--- src/rtl/seq_pkg.sv ---
package seq_pkg;

   // controller register offsets
   localparam logic [7:0] OFF_DATA = 8'h00;
   localparam logic [7:0] OFF_CTRL = 8'h04;
   localparam logic [7:0] OFF_STAT = 8'h08;
   localparam logic [7:0] OFF_IEN  = 8'h0C;
   localparam logic [7:0] OFF_SCLL = 8'h10;
   localparam logic [7:0] OFF_SCLH = 8'h14;

   // status flags
   localparam logic [7:0] ST_BUSY = 8'h10;
   localparam logic [7:0] ST_AL   = 8'h08;
   localparam logic [7:0] ST_NACK = 8'h04;
   localparam logic [7:0] ST_WAIT = 8'h02;
   localparam logic [7:0] ST_DTE  = 8'h01;

   // interrupt enables
   localparam logic [7:0] IE_ALL  = 8'h07;
   localparam logic [7:0] IE_WAIT = 8'h02;
   localparam logic [7:0] IE_DTE  = 8'h01;

   // control codes
   localparam logic [7:0] CT_EN     = 8'h80;
   localparam logic [7:0] CT_START  = 8'h94;
   localparam logic [7:0] CT_STOP   = 8'h90;
   localparam logic [7:0] CT_RX     = 8'h81;
   localparam logic [7:0] CT_STOPRD = 8'hC0;
   localparam logic [7:0] CT_OFF    = 8'h00;

   localparam logic [7:0] FILLER_BYTE = 8'h52;

   typedef enum logic [3:0] {
      PH_ADDR, PH_REG, PH_WDATA, PH_STOP, PH_RSTART,
      PH_ADDR_RD, PH_SWRX, PH_STOPRD, PH_READ
   } phase_t;

   typedef enum logic [4:0] {
      S_IDLE, S_EN, S_SCLL, S_SCLH, S_IEN, S_GO, S_POLL, S_ACT,
      S_AL_CLR, S_AL_FILL, S_AL_WPOLL, S_AL_STOP, S_AL_WCLR,
      S_NK_STOP, S_NK_IEN, S_NK_CLR, S_BPOLL, S_OFF
   } seq_state_t;

   typedef struct packed {
      logic       we;
      logic [7:0] off;
      logic [7:0] wdata;
   } acc_op_t;

endpackage

--- src/rtl/seq_scl_select.sv ---
module seq_scl_select #(
   parameter int PERIOD_W = 8
) (
   input  logic [1:0]          strap_i,
   input  logic                variant_i,
   output logic [PERIOD_W-1:0] lo_o,
   output logic [PERIOD_W-1:0] hi_o
);
   if (PERIOD_W < 5) begin : g_width_bad
      $error("seq_scl_select: PERIOD_W must hold 0x15");
   end

   always_comb begin
      if (variant_i) begin
         lo_o = PERIOD_W'(8'h15);
         hi_o = PERIOD_W'(8'h07);
      end else begin
         case (strap_i)
            2'd0:    begin lo_o = PERIOD_W'(8'h07); hi_o = PERIOD_W'(8'h01); end
            2'd1:    begin lo_o = PERIOD_W'(8'h09); hi_o = PERIOD_W'(8'h02); end
            2'd2:    begin lo_o = PERIOD_W'(8'h0B); hi_o = PERIOD_W'(8'h03); end
            default: begin lo_o = PERIOD_W'(8'h0E); hi_o = PERIOD_W'(8'h05); end
         endcase
      end
   end
endmodule

--- src/rtl/seq_poll_guard.sv ---
module seq_poll_guard #(
   parameter int LIMIT = 500_000_000
) (
   input  logic clk,
   input  logic rst_n,
   input  logic clr_i,
   input  logic bump_i,
   output logic last_o
);
   localparam int CNT_W = $clog2(LIMIT + 1);

   if (LIMIT < 1) begin : g_limit_bad
      $error("seq_poll_guard: LIMIT must be at least 1");
   end

   logic [CNT_W-1:0] cnt_q;

   always_ff @(posedge clk or negedge rst_n) begin
      if (!rst_n)      cnt_q <= '0;
      else if (clr_i)  cnt_q <= '0;
      else if (bump_i) cnt_q <= cnt_q + 1'b1;
   end

   assign last_o = (cnt_q >= CNT_W'(LIMIT - 1));
endmodule

--- src/rtl/seq_retry_budget.sv ---
module seq_retry_budget #(
   parameter int RETRY_MAX = 2
) (
   input  logic clk,
   input  logic rst_n,
   input  logic clr_i,
   input  logic bump_i,
   output logic spent_o
);
   localparam int CNT_W = $clog2(RETRY_MAX + 2);

   if (RETRY_MAX < 0) begin : g_retry_bad
      $error("seq_retry_budget: RETRY_MAX must not be negative");
   end

   logic [CNT_W-1:0] cnt_q;

   always_ff @(posedge clk or negedge rst_n) begin
      if (!rst_n)      cnt_q <= '0;
      else if (clr_i)  cnt_q <= '0;
      else if (bump_i) cnt_q <= cnt_q + 1'b1;
   end

   // the next recovery would push the count past the limit
   assign spent_o = (cnt_q >= CNT_W'(RETRY_MAX));
endmodule

--- src/rtl/i2c_reg_sequencer.sv ---
module i2c_reg_sequencer
   import seq_pkg::*;
#(
   parameter int ADDR_W     = 5,
   parameter int POLL_LIMIT = 500_000_000,
   parameter int RETRY_MAX  = 2
) (
   input  logic              clk,
   input  logic              rst_n,
   input  logic              req_i,
   input  logic              rd_i,
   input  logic [6:0]        dev_i,
   input  logic [7:0]        reg_i,
   input  logic [7:0]        wdata_i,
   input  logic [1:0]        strap_i,
   input  logic              variant_i,
   output logic              ack_o,
   output logic              done_o,
   output logic              err_o,
   output logic              timeout_o,
   output logic [7:0]        rdata_o,
   output logic              acc_strobe_o,
   output logic              acc_we_o,
   output logic [ADDR_W-1:0] acc_addr_o,
   output logic [7:0]        acc_wdata_o,
   input  logic [7:0]        acc_rdata_i,
   input  logic              acc_ready_i
);
   if (ADDR_W < 5 || ADDR_W > 8) begin : g_addr_bad
      $error("i2c_reg_sequencer: ADDR_W must be 5..8");
   end

   seq_state_t state_q;
   phase_t     phase_q, act_next;
   logic [1:0] step_q;
   logic       pend_q, rec_q, rd_q;
   logic [6:0] dev_q;
   logic [7:0] reg_q, wd_q, ie_q, stat_q;
   acc_op_t    op, act;
   logic       act_last;
   logic [7:0] scl_lo, scl_hi, stop_code;
   logic       fin, guard_last, budget_spent, need_dte, chk_err;

   seq_scl_select #(.PERIOD_W(8)) u_scl (
      .strap_i(strap_i), .variant_i(variant_i), .lo_o(scl_lo), .hi_o(scl_hi));

   seq_poll_guard #(.LIMIT(POLL_LIMIT)) u_guard (
      .clk(clk), .rst_n(rst_n), .clr_i(state_q != S_BPOLL),
      .bump_i(fin && state_q == S_BPOLL && (acc_rdata_i & ST_BUSY) != 8'h00),
      .last_o(guard_last));

   seq_retry_budget #(.RETRY_MAX(RETRY_MAX)) u_budget (
      .clk(clk), .rst_n(rst_n), .clr_i(state_q == S_IDLE),
      .bump_i(fin && state_q == S_OFF && rec_q && !budget_spent),
      .spent_o(budget_spent));

   assign fin       = pend_q && acc_ready_i;
   assign stop_code = (phase_q == PH_STOPRD) ? CT_STOPRD : CT_STOP;
   assign need_dte  = (phase_q == PH_ADDR) || (phase_q == PH_ADDR_RD) || (phase_q == PH_READ);
   assign chk_err   = (phase_q != PH_READ);

   // per-phase action program
   always_comb begin
      act      = '{1'b1, OFF_STAT, stat_q & ~ST_WAIT};
      act_last = (step_q == 2'd1);
      act_next = phase_q;
      case (phase_q)
         PH_ADDR: begin
            if (step_q == 2'd0) act = '{1'b1, OFF_IEN, ie_q & ~IE_DTE};
            else                act = '{1'b1, OFF_DATA, {dev_q, 1'b0}};
            act_next = PH_REG;
         end
         PH_REG: begin
            if (step_q == 2'd0) act = '{1'b1, OFF_DATA, reg_q};
            act_next = rd_q ? PH_RSTART : PH_WDATA;
         end
         PH_WDATA: begin
            if (step_q == 2'd0) act = '{1'b1, OFF_DATA, wd_q};
            act_next = PH_STOP;
         end
         PH_STOP: begin
            if (step_q == 2'd0) act = '{1'b1, OFF_CTRL, CT_STOP};
         end
         PH_RSTART: begin
            if (step_q == 2'd0)      act = '{1'b1, OFF_CTRL, CT_START};
            else if (step_q == 2'd2) act = '{1'b1, OFF_IEN, ie_q | IE_DTE};
            act_last = (step_q == 2'd2);
            act_next = PH_ADDR_RD;
         end
         PH_ADDR_RD: begin
            if (step_q == 2'd0) act = '{1'b1, OFF_IEN, ie_q & ~IE_DTE};
            else                act = '{1'b1, OFF_DATA, {dev_q, 1'b1}};
            act_next = PH_SWRX;
         end
         PH_SWRX: begin
            if (step_q == 2'd0) act = '{1'b1, OFF_CTRL, CT_RX};
            act_next = PH_STOPRD;
         end
         PH_STOPRD: begin
            if (step_q == 2'd0)      act = '{1'b1, OFF_CTRL, CT_STOPRD};
            else if (step_q == 2'd2) act = '{1'b1, OFF_IEN, ie_q | IE_DTE};
            act_last = (step_q == 2'd2);
            act_next = PH_READ;
         end
         default: begin
            if (step_q == 2'd0) act = '{1'b1, OFF_IEN, ie_q & ~IE_DTE};
            else                act = '{1'b0, OFF_DATA, 8'h00};
         end
      endcase
   end

   // access selected by the sequencer state
   always_comb begin
      op = '{1'b0, OFF_STAT, 8'h00};
      case (state_q)
         S_EN:      op = '{1'b1, OFF_CTRL, CT_EN};
         S_SCLL:    op = '{1'b1, OFF_SCLL, scl_lo};
         S_SCLH:    op = '{1'b1, OFF_SCLH, scl_hi};
         S_IEN:     op = '{1'b1, OFF_IEN, ie_q | IE_ALL};
         S_GO:      op = '{1'b1, OFF_CTRL, CT_START};
         S_ACT:     op = act;
         S_AL_CLR:  op = '{1'b1, OFF_STAT, stat_q & ~ST_AL};
         S_AL_FILL: op = '{1'b1, OFF_DATA, FILLER_BYTE};
         S_AL_STOP: op = '{1'b1, OFF_CTRL, stop_code};
         S_AL_WCLR: op = '{1'b1, OFF_STAT, stat_q & ~ST_WAIT};
         S_NK_STOP: op = '{1'b1, OFF_CTRL, stop_code};
         S_NK_IEN:  op = '{1'b1, OFF_IEN, ie_q & ~(IE_WAIT | IE_DTE)};
         S_NK_CLR:  op = '{1'b1, OFF_STAT, stat_q & ~ST_NACK};
         S_OFF:     op = '{1'b1, OFF_CTRL, CT_OFF};
         default:   op = '{1'b0, OFF_STAT, 8'h00};
      endcase
   end

   assign acc_strobe_o = (state_q != S_IDLE) && !pend_q;
   assign acc_we_o     = op.we;
   assign acc_addr_o   = op.off[ADDR_W-1:0];
   assign acc_wdata_o  = op.wdata;

   always_ff @(posedge clk or negedge rst_n) begin
      if (!rst_n) begin
         state_q <= S_IDLE;  phase_q <= PH_ADDR;  step_q <= 2'd0;
         pend_q  <= 1'b0;    rec_q   <= 1'b0;     rd_q   <= 1'b0;
         dev_q   <= '0;      reg_q   <= '0;       wd_q   <= '0;
         ie_q    <= '0;      stat_q  <= '0;
         ack_o   <= 1'b0;    done_o  <= 1'b0;     err_o  <= 1'b0;
         timeout_o <= 1'b0;  rdata_o <= '0;
      end else begin
         ack_o <= 1'b0;
         if (acc_strobe_o) begin
            pend_q <= 1'b1;
            if (op.we && op.off == OFF_IEN) ie_q <= op.wdata;
         end
         if (fin) begin
            pend_q <= 1'b0;
            if (!op.we && op.off == OFF_STAT) stat_q <= acc_rdata_i;
         end
         if (state_q == S_IDLE) begin
            if (req_i) begin
               ack_o <= 1'b1;  done_o <= 1'b0;  err_o <= 1'b0;
               timeout_o <= 1'b0;  rdata_o <= '0;
               rd_q <= rd_i;  dev_q <= dev_i;  reg_q <= reg_i;  wd_q <= wdata_i;
               rec_q <= 1'b0;  state_q <= S_EN;
            end
         end else if (fin) begin
            case (state_q)
               S_EN:   state_q <= S_SCLL;
               S_SCLL: state_q <= S_SCLH;
               S_SCLH: state_q <= S_IEN;
               S_IEN:  state_q <= S_GO;
               S_GO: begin
                  phase_q <= PH_ADDR;  step_q <= 2'd0;  state_q <= S_POLL;
               end
               S_POLL: begin
                  if (chk_err && (acc_rdata_i & ST_AL) != 8'h00)        state_q <= S_AL_CLR;
                  else if (chk_err && (acc_rdata_i & ST_NACK) != 8'h00) state_q <= S_NK_STOP;
                  else if ((acc_rdata_i & (need_dte ? ST_DTE : ST_WAIT)) != 8'h00) begin
                     step_q <= 2'd0;  state_q <= S_ACT;
                  end
               end
               S_ACT: begin
                  if (!op.we) rdata_o <= acc_rdata_i;
                  if (act_last) begin
                     step_q  <= 2'd0;  phase_q <= act_next;
                     state_q <= (phase_q == PH_STOP || phase_q == PH_READ) ? S_BPOLL : S_POLL;
                  end else begin
                     step_q <= step_q + 2'd1;
                  end
               end
               S_AL_CLR:   state_q <= (phase_q == PH_ADDR) ? S_AL_FILL : S_AL_WPOLL;
               S_AL_FILL:  state_q <= S_AL_WPOLL;
               S_AL_WPOLL: if ((acc_rdata_i & ST_WAIT) != 8'h00) state_q <= S_AL_STOP;
               S_AL_STOP:  state_q <= S_AL_WCLR;
               S_AL_WCLR:  begin rec_q <= 1'b1; state_q <= S_BPOLL; end
               S_NK_STOP:  state_q <= S_NK_IEN;
               S_NK_IEN:   state_q <= S_NK_CLR;
               S_NK_CLR:   begin rec_q <= 1'b1; state_q <= S_BPOLL; end
               S_BPOLL: begin
                  if ((acc_rdata_i & ST_BUSY) == 8'h00) state_q <= S_OFF;
                  else if (guard_last) begin
                     done_o <= 1'b1;  err_o <= 1'b1;  timeout_o <= 1'b1;
                     state_q <= S_IDLE;
                  end
               end
               S_OFF: begin
                  if (rec_q && budget_spent) begin
                     done_o <= 1'b1;  err_o <= 1'b1;  state_q <= S_IDLE;
                  end else if (rec_q) begin
                     rec_q <= 1'b0;  state_q <= S_EN;
                  end else begin
                     done_o <= 1'b1;  state_q <= S_IDLE;
                  end
               end
               default: state_q <= S_IDLE;
            endcase
         end
      end
   end
endmodule

--- config.mk ---
export PLATFORM = sky130hd
export DESIGN_NAME = i2c_reg_sequencer
export DESIGN_NICKNAME = d
export VERILOG_FILES = /design/src/rtl/seq_pkg.sv /design/src/rtl/seq_scl_select.sv /design/src/rtl/seq_poll_guard.sv /design/src/rtl/seq_retry_budget.sv /design/src/rtl/i2c_reg_sequencer.sv
export SDC_FILE = /design/constraint.sdc
export NUM_CORES = 1
export LEC_CHECK = 0
export CORE_MARGIN = 1.5
export CORE_UTILIZATION = 40
export CTS_CLUSTER_SIZE = 8
export DETAILED_ROUTE_END_ITERATION = 10
export GPL_ROUTABILITY_DRIVEN = 0
export PLACE_DENSITY = 0.63
export REMOVE_ABC_BUFFERS = 1
export SYNTH_ARGS = -nofsm -noshare
export SYNTH_HDL_FRONTEND = slang
export SYNTH_SLANG_ARGS = --single-unit
--- constraint.sdc ---
create_clock -name clk -period 5.2 [get_ports clk]
set_input_delay 0.52 -clock clk [delete_from_list [all_inputs] [get_ports clk]]
set_output_delay 0.52 -clock clk [all_outputs]
set_load 0.02 [all_outputs]
==> impl_metrics.yaml <==
outcome:
  status: "complete, no violations"
synthesis:
  synth_simple_gate_area_share_pct: 22.89
  synth_cell_type_count: 68
  ys_top_cells_by_count: "dfrtp_1 (95), nor2_1 (65), nand2_1 (52), mux2_2 (44), nand3_1 (40)"
  synth-compound-area-share_pct: 16.75
  synthCells: 688
  postSynthRegisterBits: 95
  synth_top_area_share_pct: 39.00
  synthArstFlopShare_pct: 100.0
  synth-main-ff-cell: "dfrtp_1"
  synthAdderAreaFrac_pct: 1.847
  synth_xor_area_share_pct: 4.454
  synth_mux_area_share_pct: 10.43
  synth_most_common_cell: "dfrtp_1"
  seq_area_frac_synth_pct: 39.00
  synth_top_family_by_area: "simple AND/OR/NAND/NOR gates"
  yosysTopAreaCell: "dfrtp_1"
  synth_edf_count: 0
  synth.cell_area_um2: 6096
  avgSynthCellArea_um2: 8.860
  synthTopCellsByArea: "dfrtp_1 (39%), mux2_2 (8.1%), nor2_1 (4.0%), nand3_1 (3.3%), nand2_1 (3.2%)"
  ys_warn_count: 0
layout:
  layout.nets: 770
  seq_area_um2: 2377
  final_area_um2: 7077
  fill_cells: 1380
  n_antenna_cell: 0
  synthToLayoutAreaGrowth_pct: 16.09
  multi_input_area_um2: 3443
  drive_gt1_share_pct: 10.32
power:
  ir_worst_vdd_v: 0.0003203
  power_density_nw_per_um2: 517.4
  leakagePower_nw: 2.859
timing:
  hold_violations: 0
  setup_viol: 0
  max_slew.worst_pin.slew_ns: 1.190
  rsz0062_at_grt: "no"
  fin_setup_tns_ns: 0
  relSlewSlack_pct: 20.06
  min_period_ns: 4.235
  skew_ns: 0.01110
  max_freq_mhz: 236.1
  holdWs_ns: 0.1548
  drv_slew: 0
  finalCritPeriodShare_pct: 81.45
worst_setup_path:
  critPathRequiredTime_ns: 4.68
  crit_path_start_kind: "register"
  cp_max_fo: 23
  crit_arrival_ns: 3.72
  path_class: "reg -> out"
  cp-end-kind: "primary output"
cts:
  ctsResizeCount: 0
  path_clk_slew_ns: 0.07
  ctsHoldBuffers: 0
  cts_buffers: 9
  cts_max_level: 3
  worstSkewPairLatency_ns: 0.36
  cts_sinks: 95
  root_buffer: "clkbuf_16"
  clock_path_buffers: 2
  cts_tree: "built"
  postCtsSetupRepairBufs: 0
job:
  max_cap_viol_count: 0
grt:
  grt_max_degree: 52
  antenna_found_initial: 0
  grt_usage_pct: 21.83
  grt_pass1_wl_um: 27790
  grt_overflow: 0
  grt_pass1_vias: 5365
placement:
  hpwl_um: 12030
  placedInstanceArea_um2: 6803
  io_buffers: 63
routing:
  wl_um: 16680
  via_count: 5477
  drt_first_pass_iters: 5
  viasPerCell: 6.012
  antenna_left: 0
  drt_iter0_drc: 562
  drc: 0
  wl_per_cell_um: 18.31
die:
  num_rows: 44
  initial_core_util_pct: 41.47
  coreArea_um2: 14700
  die_w_um: 126.5
  die_y_um: 126.5
  ios: 66
  die_area_um2: 15990
worst_hold_path:
  min_path_type: "in -> async"
layer usage:
metal / wire [µm] / global-route usage [%]
met1: 7442 / 29.53
met4: 465 / 8.249
met3: 1164 / 5.567
met2: 7604 / 33.75
met5: 0 / 0
state kept, by name, indices dropped and copies added (netlist names):
| register | count |
|---|---|
| ack_o | 1 |
| done_o | 1 |
| reg_q | 8 |
| state_q | 5 |
| err_o | 1 |
| u_guard.cnt_q | 29 |
| rec_q | 1 |
| u_budget.cnt_q | 2 |
| dev_q | 7 |
| timeout_o | 1 |
| pend_q | 1 |
| ie_q | 7 |
| step_q | 2 |
| phase_q | 4 |
| rd_q | 1 |
| rdata_o | 8 |
| wd_q | 8 |
| stat_q | 8 |
metrics by stage:
step | instances | setup WS, ns | util (%) | power (W)
6_report | 911 | 0.9647 | 48.14 | 0.003661
5_1_grt | 911 | 0.7817 | 48.14 | 0.003912
3_5_place_dp | 895 | 1.353 | 46.28 | 0.003015
3_3_place_gp | 895 | 1.424 | 46.28 | 0.002989
4_1_cts | 911 | 0.9944 | 48.14 | 0.003660
2_1_floorplan | 645 | 2.171 | - | 0.002349
area by class of cell:
type / count / area share [%]
Clock buffer: 11 / 3.289
Clock inverter: 5 / 0.5835
Inverter: 27 / 1.432
Multi-Input combinational cell: 523 / 48.66
Sequential cell: 95 / 33.59
Tap cell: 184 / 3.253
Timing Repair Buffer: 66 / 9.194
cell families after synthesis:
kind of cell / Yosys count
XOR/XNOR: 31
multiplexers: 58
adder cells (fa/ha/maj): 9
other: 1
AND/OR/NAND/NOR: 272
flip-flops: 95
AO/OA/AOI/OAI: 151
buffers and inverters: 71
worst max-delay path: stages (launching register included):
cell             delay, ns
dfrtp_1               0.41
inv_1                 0.16
ha_1                  0.77
nor2b_1               0.45
a221oi_1              0.14
or4_1                 0.54
a221o_1               0.32
clkdlybuf4s50_1       0.56
path summary, 6_finish.rpt:
kind,startpoint,end,slack (ns),cells past startpoint
max reg2reg,step_q[0],ie_q[4],1.29,8
max in group asynchronous,rst_n,ack_o,3.91,2
min in group clk,timeout_o,timeout_o,0.49,2
min,rst_n,u_guard.cnt_q[20],0.15,1
min reg2reg,timeout_o,timeout_o,0.49,2
max,step_q[0],acc_wdata_o[7],0.96,7
cells in the final DEF (no fill, tap or decap), types with 5 or more instances in the layout:
| cell | synthesis | final |
|---|---|---|
| a211oi_1 | 8 | 8 |
| a21oi_1 | 30 | 30 |
| a22oi_1 | 5 | 5 |
| and3_1 | 11 | 11 |
| clkbuf_16 | 0 | 9 |
| clkdlybuf4s50_1 | 0 | 62 |
| dfrtp_1 | 95 | 95 |
| ha_1 | 9 | 9 |
| inv_1 | 24 | 24 |
| mux2_2 | 44 | 44 |
| mux2i_1 | 14 | 14 |
| nand2_1 | 52 | 52 |
| nand2b_1 | 13 | 13 |
| nand3_1 | 40 | 40 |
| nand4_1 | 12 | 12 |
| nor2_1 | 65 | 65 |
| nor2b_1 | 15 | 15 |
| nor3_1 | 27 | 27 |
| o211ai_1 | 8 | 8 |
| o21ai_0 | 37 | 37 |
| o22ai_1 | 5 | 5 |
| o31ai_1 | 7 | 7 |
| or3_1 | 5 | 5 |
| xnor2_1 | 15 | 15 |
| xor2_1 | 16 | 16 |
where the power goes:
group          leakage (nW)  switching (W)  total, W  internal (W)
combinational          1.48       0.000998   0.00180      0.000801
clock                 0.132       0.000299  0.000629      0.000330
sequential             1.24       0.000282   0.00123      0.000951
No activity file was read; power rests on OpenSTA's default activity.
